===== config.mk =====
export PLATFORM = sky130hd
export DESIGN_NAME = cpmbox_top
export DESIGN_NICKNAME = d
export VERILOG_FILES = /design/src/rtl/cpmbox_pkg.sv /design/src/rtl/cpmbox_doorbell.sv /design/src/rtl/cpmbox_c2h.sv /design/src/rtl/cpmbox_ctrl.sv /design/src/rtl/cpmbox_top.sv
export SDC_FILE = /design/constraint.sdc
export NUM_CORES = 1
export LEC_CHECK = 0
export ABC_AREA = 1
export CAP_MARGIN = 0
export CORE_ASPECT_RATIO = 0.7
export CORE_UTILIZATION = 25
export CTS_CLUSTER_SIZE = 28
export DETAILED_ROUTE_END_ITERATION = 12
export GPL_TIMING_DRIVEN = 0
export PLACE_DENSITY = 0.8
export SETUP_SLACK_MARGIN = 0.2
export SYNTH_ARGS = -nofsm -noshare
export SYNTH_HDL_FRONTEND = slang
export SYNTH_SLANG_ARGS = --single-unit

===== constraint.sdc =====
create_clock -name clk -period 0.9 [get_ports clk]
set_input_delay 0.135 -clock clk [delete_from_list [all_inputs] [get_ports clk]]
set_output_delay 0.135 -clock clk [all_outputs]
set_load 0.005 [all_outputs]

===== src/rtl/cpmbox_pkg.sv =====
package cpmbox_pkg;
   localparam logic [7:0] OFS_RUN   = 8'h00;
   localparam logic [7:0] OFS_C2H   = 8'h1C;
   localparam logic [7:0] OFS_DBELL = 8'h24;
   localparam logic [7:0] OFS_IDLE  = 8'h2C;
   localparam logic [7:0] OFS_MASK  = 8'h34;
   localparam logic [7:0] OFS_WDT   = 8'h84;

   localparam int MSG_BIT  = 8;
   localparam int MASK_BIT = 23;
   localparam int WDT_BIT  = 31;

   typedef struct packed {
      logic run;
      logic wdt_en;
      logic tmr_mask;
   } ctrl_t;
endpackage


===== src/rtl/cpmbox_doorbell.sv =====
module cpmbox_doorbell (
   input  logic clk,
   input  logic rst_n,
   input  logic post,
   input  logic consume,
   output logic pending
);
   always_ff @(posedge clk or negedge rst_n) begin
      if (!rst_n)                  pending <= 1'b0;
      else if (pending && consume) pending <= 1'b0;
      else if (!pending && post)   pending <= 1'b1;
   end

   p_post_sets_r1: assert property (@(posedge clk) disable iff (!rst_n)
      (post && !pending) |=> pending);
   p_consume_clears_r2: assert property (@(posedge clk) disable iff (!rst_n)
      (pending && consume) |=> !pending);
   p_repost_ignored_r3: assert property (@(posedge clk) disable iff (!rst_n)
      (pending && !consume) |=> pending);
   p_idle_consume_r2: assert property (@(posedge clk) disable iff (!rst_n)
      (!pending && !post) |=> !pending);
endmodule


===== src/rtl/cpmbox_c2h.sv =====
module cpmbox_c2h #(
   parameter int DATA_W   = 32,
   parameter int MSG_BIT  = 8,
   parameter int WDT_CODE = 1
) (
   input  logic              clk,
   input  logic              rst_n,
   input  logic              host_clr,
   input  logic              ipc_raise,
   input  logic              wdt_expire,
   input  logic              wdt_en,
   output logic [DATA_W-1:0] value
);
   localparam logic [DATA_W-1:0] MSG_CODE = DATA_W'(1) << MSG_BIT;
   localparam logic [DATA_W-1:0] WDT_VAL  = DATA_W'(WDT_CODE);

   logic wdt_evt;
   assign wdt_evt = wdt_expire && wdt_en;

   always_ff @(posedge clk or negedge rst_n) begin
      if (!rst_n)             value <= '0;
      else if (host_clr)      value <= '0;
      else if (value == '0) begin
         if (ipc_raise)       value <= MSG_CODE;
         else if (wdt_evt)    value <= WDT_VAL;
      end
   end

   p_raise_loads_r4: assert property (@(posedge clk) disable iff (!rst_n)
      (!host_clr && value == '0 && ipc_raise) |=> value == MSG_CODE);
   p_expire_gated_r7: assert property (@(posedge clk) disable iff (!rst_n)
      (!wdt_en && !ipc_raise && value == '0) |=> value == '0);
   p_hold_drop_r5: assert property (@(posedge clk) disable iff (!rst_n)
      (value != '0 && !host_clr) |=> $stable(value));
   p_clear_r6: assert property (@(posedge clk) disable iff (!rst_n)
      host_clr |=> value == '0);
endmodule


===== src/rtl/cpmbox_ctrl.sv =====
module cpmbox_ctrl
   import cpmbox_pkg::*;
(
   input  logic  clk,
   input  logic  rst_n,
   input  logic  wr_run,
   input  logic  wr_wdt,
   input  logic  wr_mask,
   input  ctrl_t wdata,
   output ctrl_t state
);
   always_ff @(posedge clk or negedge rst_n) begin
      if (!rst_n) state <= '0;
      else begin
         if (wr_run)  state.run      <= wdata.run;
         if (wr_wdt)  state.wdt_en   <= wdata.wdt_en;
         if (wr_mask) state.tmr_mask <= wdata.tmr_mask;
      end
   end

   p_wdt_write_r7: assert property (@(posedge clk) disable iff (!rst_n)
      wr_wdt |=> state.wdt_en == $past(wdata.wdt_en));
   p_mask_write_r8: assert property (@(posedge clk) disable iff (!rst_n)
      wr_mask |=> state.tmr_mask == $past(wdata.tmr_mask));
   p_run_hold_r10: assert property (@(posedge clk) disable iff (!rst_n)
      !wr_run |=> $stable(state.run));
endmodule


===== src/rtl/cpmbox_top.sv =====
module cpmbox_top
   import cpmbox_pkg::*;
#(
   parameter int ADDR_W    = 8,
   parameter int DATA_W    = 32,
   parameter int IDLE_SYNC = 0
) (
   input  logic              clk,
   input  logic              rst_n,
   input  logic [ADDR_W-1:0] bus_addr,
   input  logic              bus_wr,
   input  logic [DATA_W-1:0] bus_wdata,
   output logic [DATA_W-1:0] bus_rdata,
   input  logic              cp_consume,
   input  logic              cp_ipc_raise,
   input  logic              cp_wdt_expire,
   input  logic              cp_idle,
   output logic              cp_doorbell,
   output logic              cp_run,
   output logic              cp_wdt_en,
   output logic              cp_tmr_mask,
   output logic              host_irq
);
   localparam logic [ADDR_W-1:0] A_RUN   = ADDR_W'(OFS_RUN);
   localparam logic [ADDR_W-1:0] A_C2H   = ADDR_W'(OFS_C2H);
   localparam logic [ADDR_W-1:0] A_DBELL = ADDR_W'(OFS_DBELL);
   localparam logic [ADDR_W-1:0] A_IDLE  = ADDR_W'(OFS_IDLE);
   localparam logic [ADDR_W-1:0] A_MASK  = ADDR_W'(OFS_MASK);
   localparam logic [ADDR_W-1:0] A_WDT   = ADDR_W'(OFS_WDT);

   if (ADDR_W < 8) begin : g_chk_addr
      $error("cpmbox_top: ADDR_W must be at least 8");
   end
   if (DATA_W < 32) begin : g_chk_data
      $error("cpmbox_top: DATA_W must be at least 32");
   end
   if (IDLE_SYNC == 1 || IDLE_SYNC < 0) begin : g_chk_sync
      $error("cpmbox_top: IDLE_SYNC must be 0 or at least 2");
   end

   logic idle_q;
   if (IDLE_SYNC == 0) begin : g_idle_direct
      assign idle_q = cp_idle;
   end else begin : g_idle_sync
      logic [IDLE_SYNC-1:0] sh;
      always_ff @(posedge clk or negedge rst_n) begin
         if (!rst_n) sh <= '0;
         else begin
            sh[0] <= cp_idle;
            for (int i = 1; i < IDLE_SYNC; i++) sh[i] <= sh[i-1];
         end
      end
      assign idle_q = sh[IDLE_SYNC-1];
   end

   logic sel_run, sel_c2h, sel_dbell, sel_idle, sel_mask, sel_wdt, mapped;
   always_comb begin
      sel_run   = (bus_addr == A_RUN);
      sel_c2h   = (bus_addr == A_C2H);
      sel_dbell = (bus_addr == A_DBELL);
      sel_idle  = (bus_addr == A_IDLE);
      sel_mask  = (bus_addr == A_MASK);
      sel_wdt   = (bus_addr == A_WDT);
      mapped    = sel_run | sel_c2h | sel_dbell | sel_idle | sel_mask | sel_wdt;
   end

   logic db_pending;
   cpmbox_doorbell u_dbell (
      .clk     (clk),
      .rst_n   (rst_n),
      .post    (bus_wr && sel_dbell && bus_wdata[0]),
      .consume (cp_consume),
      .pending (db_pending)
   );

   ctrl_t ctrl_q, ctrl_d;
   assign ctrl_d = '{run: bus_wdata[0], wdt_en: bus_wdata[WDT_BIT],
                     tmr_mask: bus_wdata[MASK_BIT]};
   cpmbox_ctrl u_ctrl (
      .clk     (clk),
      .rst_n   (rst_n),
      .wr_run  (bus_wr && sel_run),
      .wr_wdt  (bus_wr && sel_wdt),
      .wr_mask (bus_wr && sel_mask),
      .wdata   (ctrl_d),
      .state   (ctrl_q)
   );

   logic [DATA_W-1:0] c2h_q;
   cpmbox_c2h #(.DATA_W(DATA_W), .MSG_BIT(MSG_BIT), .WDT_CODE(1)) u_c2h (
      .clk        (clk),
      .rst_n      (rst_n),
      .host_clr   (bus_wr && sel_c2h && bus_wdata == '0),
      .ipc_raise  (cp_ipc_raise),
      .wdt_expire (cp_wdt_expire),
      .wdt_en     (ctrl_q.wdt_en),
      .value      (c2h_q)
   );

   always_comb begin
      bus_rdata = '0;
      if (sel_run)   bus_rdata[0]        = ctrl_q.run;
      if (sel_c2h)   bus_rdata           = c2h_q;
      if (sel_dbell) bus_rdata[0]        = db_pending;
      if (sel_idle)  bus_rdata[0]        = idle_q;
      if (sel_mask)  bus_rdata[MASK_BIT] = ctrl_q.tmr_mask;
      if (sel_wdt)   bus_rdata[WDT_BIT]  = ctrl_q.wdt_en;
   end

   assign cp_doorbell = db_pending;
   assign cp_run      = ctrl_q.run;
   assign cp_wdt_en   = ctrl_q.wdt_en;
   assign cp_tmr_mask = ctrl_q.tmr_mask;
   assign host_irq    = |c2h_q;

   p_irq_matches_read_r4: assert property (@(posedge clk) disable iff (!rst_n)
      sel_c2h |-> (host_irq == (bus_rdata != '0)));
   p_unmapped_zero_r11: assert property (@(posedge clk) disable iff (!rst_n)
      !mapped |-> bus_rdata == '0);
   p_dbell_read_r1: assert property (@(posedge clk) disable iff (!rst_n)
      sel_dbell |-> bus_rdata[0] == cp_doorbell);
endmodule


==> qor.yml <==
outcome:
  outcome: "complete, but fails checks"
  failed_checks: "setup timing"
finish:
  final_area_um2: 1810
  final_core_utilization: 0.694
  flow.area_growth_from_synthesis_pct: 150
  final.fill_count: 225
  antennaDiodeCount: 0
  finalNetCount: 278
  drive_gt1_frac: 0.467
  final_cells: 263
sta:
  setup_viol: 12
  max_clock_freq_mhz: 765
  final_worst_path_setup_slack_ps: -408
  final_setup_skew_ps: 0.0308
  report.final.slew_viol_count: 0
  hold_viol: 0
  final_worst_path_cycle_share: 1.45
  rsz0062_at_grt: "yes"
  min_period_ps: 1310
  hold_ws_ps: 153
  setup_total_negative_slack_ps: -2190
power_and_ir_drop:
  cellLeakagePower_uw: 0.00102
  switchingPower_uw: 297
  vdd.ir_drop.worst_mv: 0.399
  switching_share_of_total_power: 0.259
  power_density_nw_per_um2: 635
  power.combinational.fraction: 0.409
  pwr-share-seq: 0.246
  p_int_uw: 852
  clock_power_share: 0.345
global_routing:
  grt.overflow.total: 0
  grt_pass1_vias: 940
  grt_use_total: 0.169
  antenna_found_initial: 0
  grt_max_degree: 7
  grt_first_pass_wirelength_um: 3880
logic_synthesis:
  synth.top_cell.area_share: 0.290
  synthTopCellsByArea: "sky130_fd_sc_hd__buf_4, sky130_fd_sc_hd__dfrtp_1, sky130_fd_sc_hd__nor2_1"
  muxShareOfSynthArea: 0
  number_of_enable_flip_flop_cells_after_synthesis: 0
  netlist.top_cell.by_area: "sky130_fd_sc_hd__buf_4"
  synth_area_in_compound_gates: 0.0518
  synth_xor_xnor_area_share: 0
  ys_async_sr_fraction: 1.00
  ys.flop_type: "sky130_fd_sc_hd__dfrtp_1"
  yosys.cell_count.top_type: "sky130_fd_sc_hd__buf_4"
  synthTopCellsByCount: "sky130_fd_sc_hd__buf_4, sky130_fd_sc_hd__nor2_1, sky130_fd_sc_hd__nand2_1, sky130_fd_sc_hd__inv_1"
  largest_family_of_logic_cells_by_synthesized_area: "simple AND/OR/NAND/NOR gates"
  synth_seq_area_share: 0.207
  yosys.area_share.simple: 0.389
  yosysWarningCount: 0
  netlist_area_um2: 724
  yosys_register_bits: 6
  postSynthCellCount: 117
  post_synth.cell_area_avg_um2: 6.19
  netlist-cell-type-count: 18
  synth_fa_ha_area_frac: 0
worst_setup_path:
  critical-path-top-delay-family: "buffers and inverters"
  timing_worst_setup_path_type: "primary input to flip-flop"
  required_ps: 1010
  kind_of_start_point_of_the_critical_path: "primary input"
  crit_path_frequent_cell: "sky130_fd_sc_hd__buf_6"
  critPathMaxFanout: 3
  capturing_element_type_of_the_critical_path: "flip-flop"
  cp_num_buf_inv: 8
  worstPathCellList: "buf_8, nor2_4, nand2_4, nor3_4, buf_4, buf_6, buf_6, buf_6, buf_6, buf_6, buf_6, nand2_4, nand2_2, o21ai_1"
  cp_slowest_cell: "sky130_fd_sc_hd__nor3_4"
  cp.arrival_ps: 1410
  worst_path_largest_cell_delay_ps: 180
detailed_routing:
  drt_drc_violations_left: 0
  per_cell_routed_wire_length_um: 11.4
  vias: 1063
  ant_nets: 0
  avgViaCountPerCell: 4.04
  drt_pass1_iterations: 4
  drt-total-wl_um: 3010
  detailedRoute.firstIterationViolations: 18
placement:
  hpwl_um: 1860
  dpl_cell_area_um2: 1460
  placedCellCount: 233
  gp_routability_congestion: 0.770
  io_buffer_count: 55
die:
  dieArea_um2: 3120
  dieHeight_um: 47.0
  rows: 15
  core_area_um2: 2610
  start_util: 0.278
  num_io_pins: 84
  die-width_um: 66.3
clocking:
  cts_root_buffer: "sky130_fd_sc_hd__clkbuf_8"
  tritoncts.num_buffers: 3
  clk_transition_reported_paths_ps: 40
  tritoncts: "built"
  clk_path_buf_depth: 2
  clkSinkCount: 6
  worst_skew_late_latency_ps: 220
  htree_levels: 1
flow_run:
  max-cap-violations: 0
worst_hold_path:
  hold_path_class: "primary input to asynchronous set/reset pin"
[registers in the layout, summed over array words and instances (netlist names)]
register / cells
u_ctrl.state: 3
u_c2h.value: 2
u_dbell.pending: 1
[area by class of cell]
class / instances / area [µm²] / area share
Sequential cell: 6 / 150 / 0.0829
Inverter: 11 / 56.3 / 0.0311
Tap cell: 34 / 42.5 / 0.0235
Buffer: 28 / 210 / 0.116
Clock buffer: 3 / 41.3 / 0.0228
Multi-Input combinational cell: 99 / 563 / 0.311
Timing Repair Buffer: 82 / 747 / 0.413
[through the flow]
stage / total power (µW) / setup slack (ps)
detailed placement: 704 / -1030
global placement: 700 / -1030
global route: 1230 / -461
finish: 1150 / -408
floorplan: 458 / 126
CTS: 1110 / -391
[power groups by stage]
stage	sequential, µW	combinational, µW	clock (µW)
floorplan	287	171	0
global placement	287	413	0
detailed placement	287	417	0
CTS	282	426	400
global route	283	513	436
finish	283	470	397
[metal layers]
layer  wire [µm]  global-route usage  vias up
li1            -                   -      541
met1        1090               0.200      461
met2        1670               0.322       52
met3         179             0.00728        9
met4          74              0.0894        0
met5           0                   0        -
[kinds of logic after synthesis]
kind of cell    count (synthesis)
simple gates                   64
other cells                     1
compound gates                  7
buf+inv                        39
flops                           6
[placed cells by master (no fill, tap or decap), drive strengths merged]
master and n:
buf 72, conb 28, dlygate4sd2 26, nor2 25
nand2 21, inv 11, clkdlybuf4s50 7, dfrtp 6
nand3 6, dlymetal6s2s 5, nor3 5, nand4 3
a21oi 3, clkbuf 3, o21ai 2, and2 2
and3 1, or2 1, a31oi 1, o22ai 1
[worst register-to-register path, stage by stage, from the launching register on]
cell and delay (ps):
sky130_fd_sc_hd__dfrtp_1 420, sky130_fd_sc_hd__inv_2 70, sky130_fd_sc_hd__buf_6 110, sky130_fd_sc_hd__buf_6 100, sky130_fd_sc_hd__buf_6 100, sky130_fd_sc_hd__a21oi_2 130, sky130_fd_sc_hd__a21oi_2 40
[path summary, 6_finish.rpt]
path	end	cells past startpoint	slack (ps)	from
max	u_ctrl.state[2]	14	-410	bus_addr[1]
min	u_ctrl.state[2]	1	150	rst_n
max reg2reg	u_c2h.value[8]	6	-190	u_c2h.value[0]
min reg2reg	u_ctrl.state[0]	2	490	u_ctrl.state[0]
max in group asynchronous	u_ctrl.state[1]	1	540	rst_n
min in group clk	u_ctrl.state[2]	3	240	bus_wdata[0]
[timing repair]
action | in CTS | in global routing
pin swaps | 36 | 13
hold buffers | 0 | 0
buffers inserted | 23 | 4
gates resized for setup | 132 | 30
setup endpoints to repair | 15 | 15
Power figures use the tool's default switching activity.
